`src/rtl/cmb_pkg.sv`:
```
// Shared helpers for the composition/hiding combiner.
// Assumes child lanes are packed side by side, child 0 in the low bits.
package cmb_pkg;
    // Width of a bus that carries one lane per child.
    function automatic int unsigned bus_bits(input int unsigned n, input int unsigned w);
        return n * w;
    endfunction
endpackage

```
`src/rtl/cmb_unanimity.sv`:
```
// Per-bit AND across N lanes of width W: a bit is set only when every lane sets it.
// Assumes N >= 1; lane k occupies bits [k*W +: W].
module cmb_unanimity #(
    parameter int unsigned N = 4,
    parameter int unsigned W = 32
) (
    input  logic [N*W-1:0] lanes,
    output logic [W-1:0]   all_set
);
    // Reduce all lanes into one unanimous vector.
    always_comb begin
        all_set = '1;
        for (int k = 0; k < N; k++) begin
            all_set = all_set & lanes[k*W +: W];
        end
    end
endmodule

```
`src/rtl/cmb_event_gate.sv`:
```
// Merges unanimously requested hidden events into the internal bus, removes
// hidden bits from the outgoing bus, and keeps only visible requests for the parent.
// Assumes HIDE_MASK marks the events hidden at this level.
module cmb_event_gate #(
    parameter int unsigned W         = 32,
    parameter logic [W-1:0] HIDE_MASK = '0
) (
    input  logic [W-1:0] ev_in,
    input  logic [W-1:0] all_req,
    input  logic [W-1:0] last_fwd,
    output logic [W-1:0] int_bus,
    output logic [W-1:0] ev_out,
    output logic [W-1:0] up_req
);
    // Merge, filter and split in one combinational step.
    always_comb begin
        int_bus = ev_in | (all_req & HIDE_MASK);
        ev_out  = last_fwd & ~HIDE_MASK;
        up_req  = all_req & ~HIDE_MASK;
    end
endmodule

```
`src/rtl/cmb_chain.sv`:
```
// Links the children into a chain: child 0 takes the internal bus and each
// later child takes its predecessor's forward lane. It also returns the last
// child's forward lane. Assumes N >= 1.
module cmb_chain #(
    parameter int unsigned N = 4,
    parameter int unsigned W = 32
) (
    input  logic [W-1:0]   int_bus,
    input  logic [N*W-1:0] child_fwd,
    output logic [N*W-1:0] child_in,
    output logic [W-1:0]   last_fwd
);
    for (genvar k = 0; k < N; k++) begin : g_link
        if (k == 0) begin : g_head
            // Head of the chain sees the merged bus.
            assign child_in[0 +: W] = int_bus;
        end else begin : g_next
            // Each later child sees the previous child's forward lane.
            assign child_in[k*W +: W] = child_fwd[(k-1)*W +: W];
        end
    end

    // Tail of the chain leaves through the filter.
    assign last_fwd = child_fwd[(N-1)*W +: W];
endmodule

```
`src/rtl/cmb_up_stage.sv`:
```
// Upward path to the parent: the combined step request and the visible event
// requests, either registered (REG=1) or passed straight through (REG=0).
// Synchronous active-low reset clears the registers.
module cmb_up_stage #(
    parameter int unsigned W   = 32,
    parameter bit          REG = 1'b1
) (
    input  logic         clk,
    input  logic         rst_n,
    input  logic         sync_all,
    input  logic [W-1:0] req_all,
    output logic         sync_up,
    output logic [W-1:0] req_up
);
    if (REG) begin : g_reg
        // Register the upward signals to cut path depth per tree level.
        always_ff @(posedge clk) begin
            if (!rst_n) begin
                sync_up <= 1'b0;
                req_up  <= '0;
            end else begin
                sync_up <= sync_all;
                req_up  <= req_all;
            end
        end
    end else begin : g_comb
        // Pass the upward signals straight through.
        assign sync_up = sync_all;
        assign req_up  = req_all;
    end
endmodule

```
`src/rtl/cmb_combiner.sv`:
```
// Top of the composition/hiding combiner. It joins N_CHILD parallel children,
// raises hidden events on unanimous request, filters them from the forwarded
// bus, and reports step readiness and visible requests upward.
// Assumes child lanes are packed with child 0 in the low bits.
module cmb_combiner #(
    parameter int unsigned      N_CHILD   = 4,
    parameter int unsigned      EV_W      = 32,
    parameter logic [EV_W-1:0]  HIDE_MASK = 32'h0000_00F0,
    parameter bit               REG_UP    = 1'b1
) (
    input  logic                                          clk,
    input  logic                                          rst_n,
    input  logic [EV_W-1:0]                               ev_in,
    output logic [EV_W-1:0]                               ev_fwd,
    output logic [cmb_pkg::bus_bits(N_CHILD, EV_W)-1:0]   child_ev_in,
    input  logic [cmb_pkg::bus_bits(N_CHILD, EV_W)-1:0]   child_ev_fwd,
    input  logic [cmb_pkg::bus_bits(N_CHILD, EV_W)-1:0]   child_ev_req,
    input  logic [N_CHILD-1:0]                            child_sync_req,
    output logic [N_CHILD-1:0]                            child_sync_ack,
    output logic [N_CHILD-1:0]                            child_trigger,
    output logic                                          sync_req,
    input  logic                                          sync_ack,
    input  logic                                          trigger,
    output logic [EV_W-1:0]                               ev_req_up
);
    logic [EV_W-1:0] all_req;
    logic            sync_all;
    logic [EV_W-1:0] int_bus;
    logic [EV_W-1:0] last_fwd;
    logic [EV_W-1:0] up_comb;

    // Unanimous event requests across children.
    cmb_unanimity #(.N(N_CHILD), .W(EV_W)) u_ev_and (
        .lanes   (child_ev_req),
        .all_set (all_req)
    );

    // Unanimous step readiness across children.
    cmb_unanimity #(.N(N_CHILD), .W(1)) u_sync_and (
        .lanes   (child_sync_req),
        .all_set (sync_all)
    );

    // Merge hidden events in, filter them out, split visible requests.
    cmb_event_gate #(.W(EV_W), .HIDE_MASK(HIDE_MASK)) u_gate (
        .ev_in    (ev_in),
        .all_req  (all_req),
        .last_fwd (last_fwd),
        .int_bus  (int_bus),
        .ev_out   (ev_fwd),
        .up_req   (up_comb)
    );

    // Child-to-child event chain.
    cmb_chain #(.N(N_CHILD), .W(EV_W)) u_chain (
        .int_bus   (int_bus),
        .child_fwd (child_ev_fwd),
        .child_in  (child_ev_in),
        .last_fwd  (last_fwd)
    );

    // Upward register or bypass stage.
    cmb_up_stage #(.W(EV_W), .REG(REG_UP)) u_up (
        .clk      (clk),
        .rst_n    (rst_n),
        .sync_all (sync_all),
        .req_all  (up_comb),
        .sync_up  (sync_req),
        .req_up   (ev_req_up)
    );

    // Broadcast of acknowledgement and trigger to every child.
    assign child_sync_ack = {N_CHILD{sync_ack}};
    assign child_trigger  = {N_CHILD{trigger}};
endmodule

```
`config.mk`:
```
export PLATFORM = sky130hd
export DESIGN_NAME = cmb_combiner
export DESIGN_NICKNAME = d
export VERILOG_FILES = /design/src/rtl/cmb_pkg.sv /design/src/rtl/cmb_unanimity.sv /design/src/rtl/cmb_event_gate.sv /design/src/rtl/cmb_chain.sv /design/src/rtl/cmb_up_stage.sv /design/src/rtl/cmb_combiner.sv
export SDC_FILE = /design/constraint.sdc
export NUM_CORES = 1
export LEC_CHECK = 0
export BUFFER_PORTS_ARGS = -buffer_cell sky130_fd_sc_hd__buf_4
export CAP_MARGIN = 20
export CORE_AREA = 10 10 185 187
export DETAILED_ROUTE_END_ITERATION = 12
export DIE_AREA = 0 0 195 197
export PLACE_DENSITY_LB_ADDON = 0.15
export SETUP_SLACK_MARGIN = 0.5
export SYNTH_ARGS = -nofsm -noshare
export SYNTH_HDL_FRONTEND = slang
export SYNTH_SLANG_ARGS = --single-unit
export TNS_END_PERCENT = 5
```
`constraint.sdc`:
```
create_clock -name clk -period 0.9 [get_ports clk]
set_input_delay 0.18 -clock clk [delete_from_list [all_inputs] [get_ports clk]]
set_output_delay 0.18 -clock clk [all_outputs]
set_load 0.005 [all_outputs]
```
==> reports/qor.yml <==
yosys_warnings: 0
antenna_left: 0
netlist_area_mm2: 0.002272
slowest_stage: "dfxtp_2"
maxCapViolCount: 0
viasPerCell: 2.634
portBuffers: 170
antenna_found_initial: 0
antenna_cells: 0
postCtsHoldBufs: 0
outcome: "finished, violations left"
finalSetupViolCount: 1
grt_max_degree: 23
dp_hpwl_um: 12410
max_clock_freq_mhz: 1108
tns_ns: -0.002464
rows: 64
seq_area_frac_synth_pct: 25.55
syn-mean-instance-area_um2: 7.781
min_from: "child_ev_req[124]"
p_switching_w: 0.0008734
crit_path_start_kind: "register"
finalMaxSlewViolations: 0
synth_cell_types: 9
dpl_worst_slack_ns: -0.008981
drc: 0
h-tree-depth: 2
ys_ff_latch: 29
fin_area_mm2: 0.003342
path_buf_inv: 1
post_cts_buffers: 0
arrival_ns: 0.72
pwr_density_cell_mw_per_mm2: 1117
worstHoldPathCells: 3
path_delay_family: "flip-flops"
cp-end-kind: "output pin"
maxUsedRoutingLayer: "met5"
die_width_um: 195
wl_met2_um: 6928
cts_tree: "yes"
cts.sinks: 29
clockBufferDepth: 2
critPathKind: "register to output pin"
cp_max_fo: 1
grt_setup_unrepaired: "yes"
die_y_um: 197
drtIter0Drc: 18
avgRoutedWirePerCell_um: 19.37
synth_commonest_cells: "buf_4 (169), dfxtp_1 (29), nand2_1 (29), nand3_1 (29), nor2_1 (29)"
syn_to_final_growth_pct: 47.08
cp_slowest_stage_delay_ns: 0.35
placed_area_mm2: 0.002823
ys.flop_type: "dfxtp_1"
p_seq_share_pct: 35.3
numCtsBuffers: 5
p_comb_share_pct: 21.3
p_total_w: 0.003732
min_period_over_period_pct: 100.3
p_leak_nw: 1.476
grt_pass1_vias: 2031
wl_met3_um: 2948
initial_utilization_pct: 7.467
gp_congestion: 0.7939
dieArea_mm2: 0.03842
path_cells: "buf_6"
hp-class: "input pin to register"
nNetsFinal: 603
intPower_w: 0.002859
netlist.area_leader.share_pct: 55.84
syn_inst: 292
synthTopCellsByArea: "buf_4 (56%), dfxtp_1 (26%), nand3_1 (6.4%)"
core_area_mm2: 0.03043
hold_violations: 0
path_depth: 1
yosysTopAreaCell: "buf_4"
async_flop_share_pct: 0
grt_pass1_wl_um: 17480
grt_usage_pct: 6.480
synth-edff-count: 0
min_to: "u_up.req_up[28]"
crit_required_ns: 0.72
yosysMostFrequentCell: "buf_4"
drt_first_pass_iters: 4
wl_met1_um: 3004
ir_worst_vdd_v: 0.0007266
overflow: 0
num_vias: 1854
clk_pin_slew_worst_paths_ns: 0.05
fin_crit_ns: 0.9025
num_io_pins: 497
layout_setup_ws_ns: -0.002464
clockRootBuffer: "clkbuf_16"
drt-total-wl_um: 13640
power_frac_clock_pct: 43.4
p_sw_share_pct: 23.40
violations: "setup timing"
drive_gt1_share_pct: 77.60
[cell families (layout without fill, tap and decap cells)]
logic type	after synthesis	in the layout	synth area share, %
buf+inv	171	180	56.55
simple gates	87	87	15.97
flops	29	29	25.55
compound gates	4	4	1.762
other cells	1	8	0.1650
[how the worst max path moves through the flow]
stage,start,endpoint
floorplan,rst_n,u_up.req_up[13]
global placement,child_ev_req[103],child_ev_in[7]
detailed placement,child_ev_req[103],child_ev_in[7]
CTS,u_up.req_up[10],ev_req_up[10]
global route,u_up.req_up[10],ev_req_up[10]
finish,u_up.req_up[10],ev_req_up[10]
[power groups by stage]
stage	Clock, W	Combinational (W)	Sequential (W)
2_1_floorplan	0	0.000711	0.00134
3_3_place_gp	0	0.000683	0.00134
3_5_place_dp	0	0.000683	0.00134
4_1_cts	0.00173	0.000750	0.00132
5_1_grt	0.00178	0.000861	0.00132
6_report	0.00162	0.000795	0.00132
[cells in the final DEF, fill, tap and decap left out, drive strengths merged]
| master | count |
|---|---|
| nor2 | 29 |
| dfxtp | 29 |
| nand3 | 29 |
| buf | 172 |
| clkbuf | 6 |
| nand2 | 29 |
| clkinv | 2 |
| conb | 8 |
| a41o | 4 |
[stage by stage]
step,cells,hold WS (ns),util [%]
2_1_floorplan,299,0.2974,-
5_1_grt,704,0.1175,10.98
4_1_cts,704,0.1079,10.49
6_report,704,0.1215,10.98
3_3_place_gp,696,0.3600,9.276
3_5_place_dp,696,0.3600,9.276
[per-layer routing]
| layer | GRT usage (%) | up-vias |
|---|---|---|
| met2 | 11.52 | 303 |
| met5 | 0.7643 | - |
| li1 | - | 768 |
| met3 | 6.144 | 69 |
| met1 | 3.982 | 712 |
| met4 | 4.101 | 2 |
[cell type report]
cell class,count,area [um^2]
multi-input combinational,99,610.6
tap,396,495.5
clock buffer,6,128.9
fill,3525,27090
sequential,29,611.8
timing repair buffer,172,1485
clock inverter,2,10.01
[sequential cells by signal (all words and copies together) (netlist names)]
signal	count
u_up.sync_up	1
u_up.req_up	28
[repair_timing]
item                                    CTS  global route
pin swaps                                21            47
resized for setup                        81            41
endpoints found under the setup margin   56            57
No activity file was read; power rests on OpenSTA's default activity.
